**config.mk**
```make
export PLATFORM = sky130hd
export DESIGN_NAME = wlan_intlv_agu
export DESIGN_NICKNAME = d
export VERILOG_FILES = /design/src/rtl/intlv_agu_pkg.sv /design/src/rtl/intlv_cfg_rom.sv /design/src/rtl/intlv_wr_gen.sv /design/src/rtl/intlv_rd_gen.sv /design/src/rtl/wlan_intlv_agu.sv
export SDC_FILE = /design/constraint.sdc
export NUM_CORES = 1
export LEC_CHECK = 0
export CORE_MARGIN = 2
export CORE_UTILIZATION = 50
export DETAILED_ROUTE_END_ITERATION = 10
export PLACE_DENSITY = 0.77
export RECOVER_POWER = 25
export SYNTH_ARGS = -nofsm -noshare
export SYNTH_HDL_FRONTEND = slang
export SYNTH_SLANG_ARGS = --single-unit
```
**constraint.sdc**
```tcl
create_clock -name clk -period 14.9 [get_ports clk]
set_input_delay 2.98 -clock clk [delete_from_list [all_inputs] [get_ports clk]]
set_output_delay 2.98 -clock clk [all_outputs]
set_load 0.01 [all_outputs]
```
**src/rtl/intlv_agu_pkg.sv**
```systemverilog
package intlv_agu_pkg;
  localparam int AW              = 10;
  localparam int COLS_20         = 13;
  localparam int COLS_40         = 18;
  localparam int ROWS_PER_BIT_20 = 4;
  localparam int ROWS_PER_BIT_40 = 6;
  localparam int ROT_20          = 11;
  localparam int ROT_40          = 29;
  localparam int SEL_W           = 5;
  localparam int N_CFG           = 1 << SEL_W;

  typedef struct packed {
    logic [AW-1:0] last_idx;
    logic [AW-1:0] n_row;
    logic [AW-1:0] n_col;
    logic [1:0]    s;
    logic [AW-1:0] gb0;
    logic [AW-1:0] row0;
    logic [AW-1:0] col0;
    logic [1:0]    jg0;
    logic [1:0]    colm0;
  } cfg_t;

  function automatic int bits_per_sc(int code);
    case (code)
      0:       return 1;
      1:       return 2;
      2:       return 4;
      default: return 6;
    endcase
  endfunction

  // Elaboration-time only: evaluated with constant arguments to build a ROM.
  function automatic cfg_t cfg_calc(int idx);
    cfg_t c;
    int bw, md, st, nb, ncol, nrow, n, s, jr, rot, off;
    bw   = (idx >> 4) & 1;
    md   = (idx >> 2) & 3;
    st   = idx & 3;
    nb   = bits_per_sc(md);
    ncol = bw ? COLS_40 : COLS_20;
    nrow = (bw ? ROWS_PER_BIT_40 : ROWS_PER_BIT_20) * nb;
    rot  = bw ? ROT_40 : ROT_20;
    n    = ncol * nrow;
    s    = (nb / 2 > 1) ? nb / 2 : 1;
    jr   = ((st * 2) % 3) + 3 * (st / 3);
    off  = (jr * rot * nb) % n;
    c.last_idx = AW'(n - 1);
    c.n_row    = AW'(nrow);
    c.n_col    = AW'(ncol);
    c.s        = 2'(s);
    c.jg0      = 2'(off % s);
    c.gb0      = AW'(off - off % s);
    c.row0     = AW'(off % nrow);
    c.col0     = AW'(off / nrow);
    c.colm0    = 2'((off / nrow) % s);
    return c;
  endfunction
endpackage

```
**src/rtl/intlv_cfg_rom.sv**
```systemverilog
module intlv_cfg_rom
  import intlv_agu_pkg::*;
(
  input  logic [SEL_W-1:0] sel_i,
  output cfg_t             cfg_o
);
  cfg_t tbl [N_CFG];

  for (genvar g = 0; g < N_CFG; g++) begin : g_entry
    assign tbl[g] = cfg_calc(g);
  end

  assign cfg_o = tbl[sel_i];
endmodule

```
**src/rtl/intlv_wr_gen.sv**
```systemverilog
module intlv_wr_gen
  import intlv_agu_pkg::*;
(
  input  logic          clk,
  input  logic          rst,
  input  logic          load_i,
  input  logic          step_i,
  input  cfg_t          cfg_i,
  output logic [AW-1:0] wr_addr_o
);
  logic [AW-1:0] colw, roww, acc;

  always_ff @(posedge clk) begin
    if (rst || load_i) begin
      colw <= '0;
      roww <= '0;
      acc  <= '0;
    end else if (step_i) begin
      if (colw == cfg_i.n_col - AW'(1)) begin
        colw <= '0;
        roww <= roww + AW'(1);
        acc  <= roww + AW'(1);
      end else begin
        colw <= colw + AW'(1);
        acc  <= acc + cfg_i.n_row;
      end
    end
  end

  assign wr_addr_o = acc;

  p_wr_range_r2: assert property (@(posedge clk) disable iff (rst)
    acc <= cfg_i.last_idx);
  p_col_range_r2: assert property (@(posedge clk) disable iff (rst)
    (cfg_i.n_col != '0) |-> (colw < cfg_i.n_col));
endmodule

```
**src/rtl/intlv_rd_gen.sv**
```systemverilog
module intlv_rd_gen
  import intlv_agu_pkg::*;
(
  input  logic          clk,
  input  logic          rst,
  input  logic          load_i,
  input  logic          step_i,
  input  cfg_t          ld_cfg_i,
  input  cfg_t          cur_cfg_i,
  output logic [AW-1:0] rd_addr_o
);
  logic [AW-1:0] gb, rowc, col, gb_n, row_n, col_n, rd_n, rd_q;
  logic [1:0]    jg, colm, jg_n, cm_n, s_sel;
  logic [2:0]    q;

  always_comb begin
    gb_n  = gb;
    jg_n  = jg;
    row_n = rowc;
    col_n = col;
    cm_n  = colm;
    s_sel = cur_cfg_i.s;
    if (load_i) begin
      s_sel = ld_cfg_i.s;
      gb_n  = ld_cfg_i.gb0;
      jg_n  = ld_cfg_i.jg0;
      row_n = ld_cfg_i.row0;
      col_n = ld_cfg_i.col0;
      cm_n  = ld_cfg_i.colm0;
    end else if (step_i) begin
      if (col == cur_cfg_i.n_col - AW'(1) && rowc == cur_cfg_i.n_row - AW'(1)) begin
        gb_n  = '0;
        jg_n  = '0;
        row_n = '0;
        col_n = '0;
        cm_n  = '0;
      end else begin
        if (rowc == cur_cfg_i.n_row - AW'(1)) begin
          row_n = '0;
          col_n = col + AW'(1);
          cm_n  = (colm == cur_cfg_i.s - 2'd1) ? 2'd0 : colm + 2'd1;
        end else begin
          row_n = rowc + AW'(1);
        end
        if (jg == cur_cfg_i.s - 2'd1) begin
          jg_n = '0;
          gb_n = gb + AW'(cur_cfg_i.s);
        end else begin
          jg_n = jg + 2'd1;
        end
      end
    end
    q = {1'b0, jg_n} + {1'b0, cm_n};
    if (q >= {1'b0, s_sel}) q = q - {1'b0, s_sel};
    rd_n = gb_n + AW'(q);
  end

  always_ff @(posedge clk) begin
    if (rst) begin
      gb   <= '0;
      jg   <= '0;
      rowc <= '0;
      col  <= '0;
      colm <= '0;
      rd_q <= '0;
    end else begin
      gb   <= gb_n;
      jg   <= jg_n;
      rowc <= row_n;
      col  <= col_n;
      colm <= cm_n;
      rd_q <= rd_n;
    end
  end

  assign rd_addr_o = rd_q;

  p_rd_range_r3: assert property (@(posedge clk) disable iff (rst)
    rd_q <= cur_cfg_i.last_idx);
  p_grp_pos_r3: assert property (@(posedge clk) disable iff (rst)
    (cur_cfg_i.s != 2'd0) |-> (jg < cur_cfg_i.s && colm < cur_cfg_i.s));
endmodule

```
**src/rtl/wlan_intlv_agu.sv**
```systemverilog
module wlan_intlv_agu
  import intlv_agu_pkg::*;
(
  input  logic          clk,
  input  logic          rst,
  input  logic          start_i,
  input  logic [1:0]    mod_i,
  input  logic          bw40_i,
  input  logic [1:0]    stream_i,
  output logic          addr_valid_o,
  output logic [AW-1:0] wr_addr_o,
  output logic [AW-1:0] rd_addr_o,
  output logic          last_o
);
  cfg_t          new_cfg, cur_cfg;
  logic [AW-1:0] cnt;
  logic          valid_q, last_q, step;

  intlv_cfg_rom u_rom (
    .sel_i ({bw40_i, mod_i, stream_i}),
    .cfg_o (new_cfg)
  );

  always_ff @(posedge clk) begin
    if (rst) begin
      valid_q <= 1'b0;
      last_q  <= 1'b0;
      cnt     <= '0;
      cur_cfg <= '0;
    end else if (start_i) begin
      cur_cfg <= new_cfg;
      valid_q <= 1'b1;
      cnt     <= new_cfg.last_idx;
      last_q  <= (new_cfg.last_idx == '0);
    end else if (valid_q && !last_q) begin
      cnt    <= cnt - AW'(1);
      last_q <= (cnt == AW'(1));
    end else begin
      valid_q <= 1'b0;
      last_q  <= 1'b0;
    end
  end

  assign step = valid_q && !last_q && !start_i;

  intlv_wr_gen u_wr (
    .clk       (clk),
    .rst       (rst),
    .load_i    (start_i),
    .step_i    (step),
    .cfg_i     (cur_cfg),
    .wr_addr_o (wr_addr_o)
  );

  intlv_rd_gen u_rd (
    .clk       (clk),
    .rst       (rst),
    .load_i    (start_i),
    .step_i    (step),
    .ld_cfg_i  (new_cfg),
    .cur_cfg_i (cur_cfg),
    .rd_addr_o (rd_addr_o)
  );

  assign addr_valid_o = valid_q;
  assign last_o       = last_q;

  p_rst_idle_r1: assert property (@(posedge clk)
    rst |=> (!addr_valid_o && !last_o));
  p_last_valid_r5: assert property (@(posedge clk) disable iff (rst)
    last_o |-> addr_valid_o);
  p_start_first_r6: assert property (@(posedge clk) disable iff (rst)
    start_i |=> (addr_valid_o && wr_addr_o == '0));
  p_cfg_hold_r7: assert property (@(posedge clk) disable iff (rst)
    !start_i |=> $stable(cur_cfg));
  p_stop_r9: assert property (@(posedge clk) disable iff (rst)
    (last_o && !start_i) |=> !addr_valid_o);
endmodule

```
==> run summary, run 1 <==
status - complete, but fails checks
failing checks - capacitance limit, slew limit
gr ovfl total - 0
Fin. Hold Viols - 0
DR vias/cell - 5.969
max-cap violations - 1
number of global-route vias before repair - 5324
CTS Buf Count - 9
commonest non-fill, non-tap cell in the layout - dfxtp_1
Clk Latency, worst-skew pair - 0.35 ns
die width - 116.0 µm
hold_buf cts - 0
Setup TNS Final - 0 ns
pin count of the biggest net entering global routing - 66
Post-synth EDFFs - 0
initial antenna violation count - 0
final antenna-violating net count - 0
# diodes - 0
count of different cell masters after synthesis - 69
design area - 0.007004 mm²
htree depth - 3
Worst Max-Slew Pin Slew - 2.359 ns
Post-CTS Setup Bufs - 0
worst reg2reg path startpoint - cur_cfg[48]
port bufs - 29
fin. max-slew vios - 56
setup repair after global routing missed its margin - false
HP Class - reg2reg
GRT Total Usage - 0.2346
Leak - 2.681 nW
Gate Count Post-Synth - 794
first-pass iteration count of the detailed router - 5
most frequent cells in the layout - dfxtp_1, nor2_1, nand2_1, a21oi_1, o21ai_0
yosys warns - 0
pwr dens - 97.75 mW/mm²
post-layout min period - 8.943 ns
DRC viols - 0
reg-to-reg slack, setup - 8.21 ns
Placement Cell Area - 0.006646 mm²
CP Capture Type - flop
core area - 0.01211 mm²
total number of vias - 5790
r2r worst-path depth - 26
critical path arrival - 9.16 ns
CP Launch Type - primary input
Max transition margin - -0.5728
Fmax - 0.1118 GHz
Worst Path Max Fanout - 55
Post-CTS Resized - 0
Clock Skew - 0.007541 ns
Worst setup endpoint - u_rd.rd_addr_o[8]
RePlAce Congestion - 0.9614
crit path kind - in2reg
height of the die - 116.0 µm
ys async rst share - 0
share of layout cells above drive strength 1 - 0.05237
cell area after synthesis - 0.006275 mm²
syn nets - 839
row cnt - 40
clk buf depth - 2
FF+latch count, synth - 95
global-route wire length before repair - 25.36 mm
post-synthesis sequential area ratio - 0.3031
routed wire length per instance - 15.80 µm
die area - 0.01346 mm²
CTS clk-pin slew, worst paths - 0.07 ns
# nets final - 842
Min Hold Slack - 0.4813 ns
Clock Tree Root - clkbuf_16
WP data required - 15.12 ns
final period utilization - 0.6002
Tot Pwr - 684.7 µW
IO Pins - 30
Layout area overhead - 11.63%
Worst IR Drop VDD - 0.06191 mV
capturing point of the worst reg2reg path - u_rd.rd_addr_o[8]
wirelength, routed - 15.32 mm
Mapped Avg Cell Area - 7.903 µm²
Worst Setup SP - start_i
Initial Utilization - 0.5181
TritonCTS clock tree - yes
dpl hpwl - 10.86 mm
final setup violation count - 0
clk sink count - 95
drt initial violations - 560
Primary FF master, synth - dfxtp_1
==> critical path, cell delays in order <==
cell	delay, ns
buf_2	0.07
clkbuf_1	1.66
a21oi_1	0.47
nor2_1	0.59
a21o_1	0.21
ha_1	0.16
fa_1	0.43
ha_1	0.30
a211oi_1	0.46
nor2b_1	0.10
a21oi_1	0.20
inv_1	0.09
fa_1	0.46
inv_1	0.07
a21oi_1	0.08
nor4_1	0.42
nand4_1	0.17
xor2_1	0.17
nor2_1	0.05
==> synth_stat cells (all sizes together), types with 6 or more instances <==
cell | instances | area share
nor4 | 9 | 0.0090
and3 | 14 | 0.014
nor2 | 94 | 0.057
mux2i | 18 | 0.029
a31oi | 6 | 0.0060
a21oi | 52 | 0.043
o211ai | 7 | 0.0084
inv | 31 | 0.019
a21o | 9 | 0.011
xor2 | 28 | 0.039
buf | 16 | 0.013
xnor2 | 32 | 0.045
nor3 | 32 | 0.026
a211oi | 16 | 0.021
clkbuf | 29 | 0.017
nand2b | 13 | 0.013
nor2b | 14 | 0.014
nand4 | 10 | 0.010
ha | 32 | 0.064
dfxtp | 95 | 0.30
or3 | 6 | 0.0060
nand2 | 75 | 0.045
nand3 | 28 | 0.022
o21ai | 36 | 0.029
==> kinds of logic (layout without fill, tap and decap cells) <==
family / Yosys count / in the layout / synth area share
AND/OR/NAND/NOR: 323 / 323 / 0.2504
AO/OA/AOI/OAI: 176 / 176 / 0.1876
flip-flops: 95 / 95 / 0.3031
buffers and inverters: 78 / 86 / 0.04985
XOR/XNOR: 60 / 60 / 0.08375
adder cells (fa/ha/maj): 37 / 37 / 0.07976
multiplexers: 25 / 25 / 0.04546
==> how the worst min path moves through the flow <==
stage	startpoint	endpoint	slack (ns)	depth (start not counted)
finish	u_wr.roww[1]	u_wr.roww[1]	0.48	2
global route	u_wr.roww[1]	u_wr.roww[1]	0.50	2
global placement	u_wr.roww[1]	u_wr.roww[1]	0.46	2
floorplan	u_wr.roww[1]	u_wr.roww[1]	0.45	2
detailed placement	u_wr.roww[1]	u_wr.roww[1]	0.47	2
CTS	u_wr.roww[1]	u_wr.roww[1]	0.48	2
==> per-stage QoR <==
step	cells	utilization	setup slack, ns
5_1_grt	970	0.5783	5.427
3_3_place_gp	954	0.5488	7.073
3_5_place_dp	954	0.5488	6.850
6_report	970	0.5783	5.958
2_1_floorplan	794	-	7.732
4_1_cts	970	0.5791	7.206
==> routing by layer <==
metal / up-vias / track usage / wire length, µm / part of all wire
met5: - / 0 / 0 / 0
met1: 2745 / 0.3101 / 6816 / 0.44
met4: 0 / 0.1127 / 501 / 0.033
li1: 2827 / - / - / -
met3: 37 / 0.03138 / 751 / 0.049
met2: 181 / 0.3797 / 7256 / 0.47
==> cell type report <==
| cell class | instances | area, µm² |
|---|---|---|
| clock buffer | 9 | 225.2 |
| inverter | 33 | 123.9 |
| multi-input combinational | 621 | 4068 |
| timing repair buffer | 37 | 332.8 |
| clock inverter | 7 | 142.6 |
| sequential | 95 | 1902 |
| tap | 168 | 210.2 |
| fill | 1066 | 5107 |
==> power by group <==
part | total [mW] | leakage [nW] | internal, mW | switching [mW]
combinational | 0.122 | 1.73 | 0.0509 | 0.0709
sequential | 0.277 | 0.775 | 0.266 | 0.0111
clock | 0.286 | 0.180 | 0.182 | 0.104
total | 0.685 | 2.68 | 0.499 | 0.186
==> sequential cells by signal, indices dropped and copies added (netlist names), 9 cells and up <==
signal and cells:
cnt 10, cur_cfg 9, u_rd.col 10, u_rd.gb 10, u_rd.rd_addr_o 10, u_rd.rowc 10
u_wr.colw 10, u_wr.roww 10, u_wr.wr_addr_o 10
(Power assumes the default switching activity.)
==> inputs of run 2 (changes only) <==
clock period = 9.35 ns   (was 14.9 ns; I/O delays follow)
==> run 2 against run 1 <==
- the run still ends with capacitance limit, slew limit left
- global-route usage up 0.54 points
- clock skew down 0.0017 ns
- clock power up 22%
- sequential power up 60%
- final cell count down 0.10%
- die area unchanged
- cell area down 1.3%
- largest power group is now registers
==> run summary, run 2 (same netlist as run 1, synthesis figures left out) <==
status - complete, but fails checks
failing checks - capacitance limit, slew limit
Worst IR Drop VDD - 0.07888 mV
Min Hold Slack - 0.4784 ns
crit path kind - in2reg
Placement Cell Area - 0.006646 mm²
Setup TNS Final - 0 ns
RePlAce Congestion - 0.9513
commonest non-fill, non-tap cell in the layout - dfxtp_1
row cnt - 40
Fmax - 0.1321 GHz
clk buf depth - 2
DRC viols - 0
htree depth - 3
Post-CTS Setup Bufs - 0
critical path arrival - 7.86 ns
DR vias/cell - 6.005
die width - 116.0 µm
global-route wire length before repair - 25.82 mm
Worst Max-Slew Pin Slew - 1.951 ns
final period utilization - 0.8095
final antenna-violating net count - 0
Leak - 2.651 nW
# nets final - 842
first-pass iteration count of the detailed router - 5
wirelength, routed - 15.66 mm
Fin. Hold Viols - 0
Post-CTS Resized - 0
GRT Total Usage - 0.2400
most frequent cells in the layout - dfxtp_1, nor2_1, nand2_1, a21oi_1, o21ai_0
HP Class - reg2reg
# diodes - 0
setup repair after global routing missed its margin - false
gr ovfl total - 0
reg-to-reg slack, setup - 2.68 ns
port bufs - 29
core area - 0.01211 mm²
Clock Skew - 0.005863 ns
Initial Utilization - 0.5181
Fill cells - 1097
clk sink count - 95
WP data required - 9.64 ns
post-layout min period - 7.569 ns
die area - 0.01346 mm²
drt initial violations - 754
pwr dens - 142.7 mW/mm²
CP Capture Type - flop
worst reg2reg path startpoint - cur_cfg[47]
number of global-route vias before repair - 5477
dpl hpwl - 11.04 mm
Worst Setup SP - start_i
IO Pins - 30
initial antenna violation count - 0
Tot Pwr - 986.1 µW
height of the die - 116.0 µm
CP Launch Type - primary input
Clock Tree Root - clkbuf_16
Layout area overhead - 10.15%
Clk Latency, worst-skew pair - 0.35 ns
design area - 0.006912 mm²
total number of vias - 5819
worst hold start - u_wr.roww[1]
TritonCTS clock tree - yes
hold_buf cts - 0
Max transition margin - -0.3003
CTS Buf Count - 9
max-cap violations - 1
pin count of the biggest net entering global routing - 66
routed wire length per instance - 16.16 µm
CTS clk-pin slew, worst paths - 0.07 ns
final setup violation count - 0
Worst Path Max Fanout - 46
fin. max-slew vios - 47
share of layout cells above drive strength 1 - 0.05243
[run 2: changes by cell type in the layout (fill, tap and decap cells not counted), sizes merged]
cell / before / now
bufinv: 4 / 0
clkbuf: 11 / 12
clkinvlp: 0 / 2
dlygate4sd3: 14 / 20
clkdlybuf4s50: 13 / 7
[run 2: stage by stage]
step                utilization  setup WS, ns  instances
floorplan                     -         3.292        794
global route             0.5707         1.226        969
global placement         0.5488         2.635        954
detailed placement       0.5488         2.378        954
finish                   0.5707         1.781        969
CTS                      0.5713         2.725        969
[run 2: final timing paths]
kind                             to  cells past startpoint
hold reg to reg        u_wr.roww[1]                      2
hold / removal         u_wr.roww[1]                      2
setup / recovery  u_rd.rd_addr_o[8]                     19
setup reg to reg  u_rd.rd_addr_o[8]                     26
[run 2: area by class of cell]
| class | count | area, µm² | share of cell area |
|---|---|---|---|
| Timing Repair Buffer | 37 | 332.8 | 0.04815 |
| Clock inverter | 5 | 33.78 | 0.004888 |
| Tap cell | 168 | 210.2 | 0.03041 |
| Sequential cell | 95 | 1902 | 0.2752 |
| Clock buffer | 10 | 239.0 | 0.03458 |
| Multi-Input combinational cell | 621 | 4070 | 0.5889 |
| Inverter | 33 | 123.9 | 0.01792 |
[run 2: critical path: stages]
cell      delay (ns)
buf_2           0.20
clkbuf_1        1.43
nor2_1          0.38
and4_1          0.34
o21ai_0         0.25
nand3_1         0.17
fa_1            0.52
ha_1            0.31
a211oi_1        0.45
nor2b_1         0.10
a21oi_1         0.21
inv_1           0.09
fa_1            0.47
inv_1           0.08
a21oi_1         0.08
nor4_1          0.40
nand4_1         0.18
xor2_1          0.19
nor2_1          0.12
[run 2: metal layers]
metal	vias to the layer above	GRT usage	share of wire
met5	-	0	0
met4	0	0.08413	0.027
met3	39	0.04655	0.045
met2	179	0.4066	0.49
met1	2782	0.3060	0.44
li1	2819	-	-
[run 2: power breakdown]
group          internal, mW  leakage (nW)  switching [mW]
clock                 0.186         0.131           0.164
combinational        0.0803          1.75           0.114
sequential            0.424         0.775          0.0178
==> inputs of run 3 (changes only) <==
PLACE_DENSITY = 0.8   (was 0.77)
clock period = 6.2 ns   (was 9.35 ns; I/O delays follow)
==> run 3 against run 2 <==
- the run now ends clean
- non-clock buffer count rose by 11
- count of clock-buffer cells in the layout did not move
- combinational power rose by 54%
- cell area rose by 1.6%
- via count fell by 1.6%
==> run summary, run 3 (same netlist as run 1, synthesis figures left out) <==
number of global-route vias before repair - 5333
slowest CP cell - fa_1
pin count of the biggest net entering global routing - 66
final period utilization - 0.9250
initial antenna violation count - 0
max-cap violations - 0
post-layout min period - 5.735 ns
design area - 0.007020 mm²
CP Launch Type - flop
core area - 0.01211 mm²
fin. max-slew vios - 0
htree depth - 3
wirelength, routed - 15.24 mm
critical path depth - 26
clk sink count - 95
GRT Total Usage - 0.2368
gr ovfl total - 0
Min Hold Slack - 0.4763 ns
Worst IR Drop VDD - 0.1183 mV
final setup violation count - 0
# diodes - 0
Leak - 2.701 nW
final antenna-violating net count - 0
first-pass iteration count of the detailed router - 5
Placement Cell Area - 0.006729 mm²
hold_buf cts - 0
Max transition margin - 0.1971
Clock Tree Root - clkbuf_16
Layout area overhead - 11.88%
total number of vias - 5727
Setup TNS Final - 0 ns
WP data required - 6.48 ns
port bufs - 29
CTS Buf Count - 9
CTS clk-pin slew, worst paths - 0.06 ns
cell family with most CP delay - adder cells
Crit path top cell by count - inv_1
Cells on Worst Hold Path - 2
routed wire length per instance - 15.60 µm
TritonCTS clock tree - yes
Clk Latency, worst-skew pair - 0.35 ns
Fin. Hold Viols - 0
Clock Skew - 0.005214 ns
height of the die - 116.0 µm
die area - 0.01346 mm²
# nets final - 853
Worst Max-Slew Pin Slew - 1.204 ns
DRC viols - 0
row cnt - 40
global-route wire length before repair - 25.39 mm
DR vias/cell - 5.862
status - finished clean
IO Pins - 30
Worst Path Max Fanout - 6
crit path kind - reg2reg
Finished Core Util - 0.5796
Fmax - 0.1744 GHz
CP Capture Type - flop
most frequent cells in the layout - nor2_1, dfxtp_1, nand2_1, a21oi_1, o21ai_0
Initial Utilization - 0.5181
RePlAce Congestion - 0.9251
setup repair after global routing missed its margin - false
die width - 116.0 µm
critical path arrival - 6.02 ns
r2r worst-path depth - 26
share of layout cells above drive strength 1 - 0.06551
pwr dens - 219.3 mW/mm²
crit path buf inv count - 4
CP max stage delay - 0.58 ns
clk buf depth - 2
drt initial violations - 469
dpl hpwl - 10.66 mm
HP Class - reg2reg
[run 3: changes by cell type in the layout (fill, tap and decap cells not counted), sizes merged, moves of 2 or more]
cell | before | now
clkbuf | 12 | 14
clkdlybuf4s50 | 7 | 9
buf | 8 | 17
clkinv | 4 | 2
bufinv | 0 | 2
clkinvlp | 2 | 0
dlygate4sd3 | 20 | 18
[run 3: what timing repair did]
item | 4_1_cts | 5_1_grt
setup endpoints to repair | 0 | 3
hold endpoints to repair | 0 | 0
gates resized for setup | 0 | 7
setup buffers | 0 | 0
[run 3: worst paths after layout]
path                            end               from  slack, ns
setup / recovery  u_rd.rd_addr_o[8]        cur_cfg[48]       0.46
hold / removal    u_wr.wr_addr_o[0]  u_wr.wr_addr_o[0]       0.48
hold reg to reg   u_wr.wr_addr_o[0]  u_wr.wr_addr_o[0]       0.48
setup reg to reg  u_rd.rd_addr_o[8]        cur_cfg[48]       0.46
[run 3: tightest hold or removal path, cell delays in order, from the launching register on]
cell	delay [ns]
dfxtp_1	0.32
a21oi_1	0.06
nor2_1	0.07
[run 3: cell type report]
| type | count | area (µm²) |
|---|---|---|
| clock buffer | 10 | 229.0 |
| timing repair buffer | 48 | 407.9 |
| fill | 1123 | 5091 |
| sequential | 95 | 1904 |
| inverter | 33 | 123.9 |
| multi-input combinational | 621 | 4085 |
| tap | 168 | 210.2 |
| clock inverter | 2 | 60.06 |
[run 3: where the power goes]
| group | switching [mW] | internal (mW) | total [mW] | leakage [nW] |
|---|---|---|---|---|
| logic | 0.172 | 0.126 | 0.298 | 1.78 |
| registers | 0.0270 | 0.640 | 0.667 | 0.776 |
| clock network | 0.230 | 0.345 | 0.575 | 0.140 |
[run 3: through the flow]
stage,instances,worst slack [ns],total power [mW]
final,977,0.4647,1.540
after global routing,977,0.07729,1.605
after CTS,977,0.1063,1.543
after detailed placement,965,0.1695,0.9754
after global placement,965,0.3612,0.9687
after floorplan,794,0.5570,0.8894
[run 3: layer usage]
metal  share of wire  routed length, µm  vias up  global-route usage
met4           0.020                306        0             0.09365
met3           0.051                775       27             0.03295
li1                -                  -     2846                   -
met1            0.46               7086     2676              0.3157
met5               0                  0        -                   0
met2            0.46               7074      178              0.3895
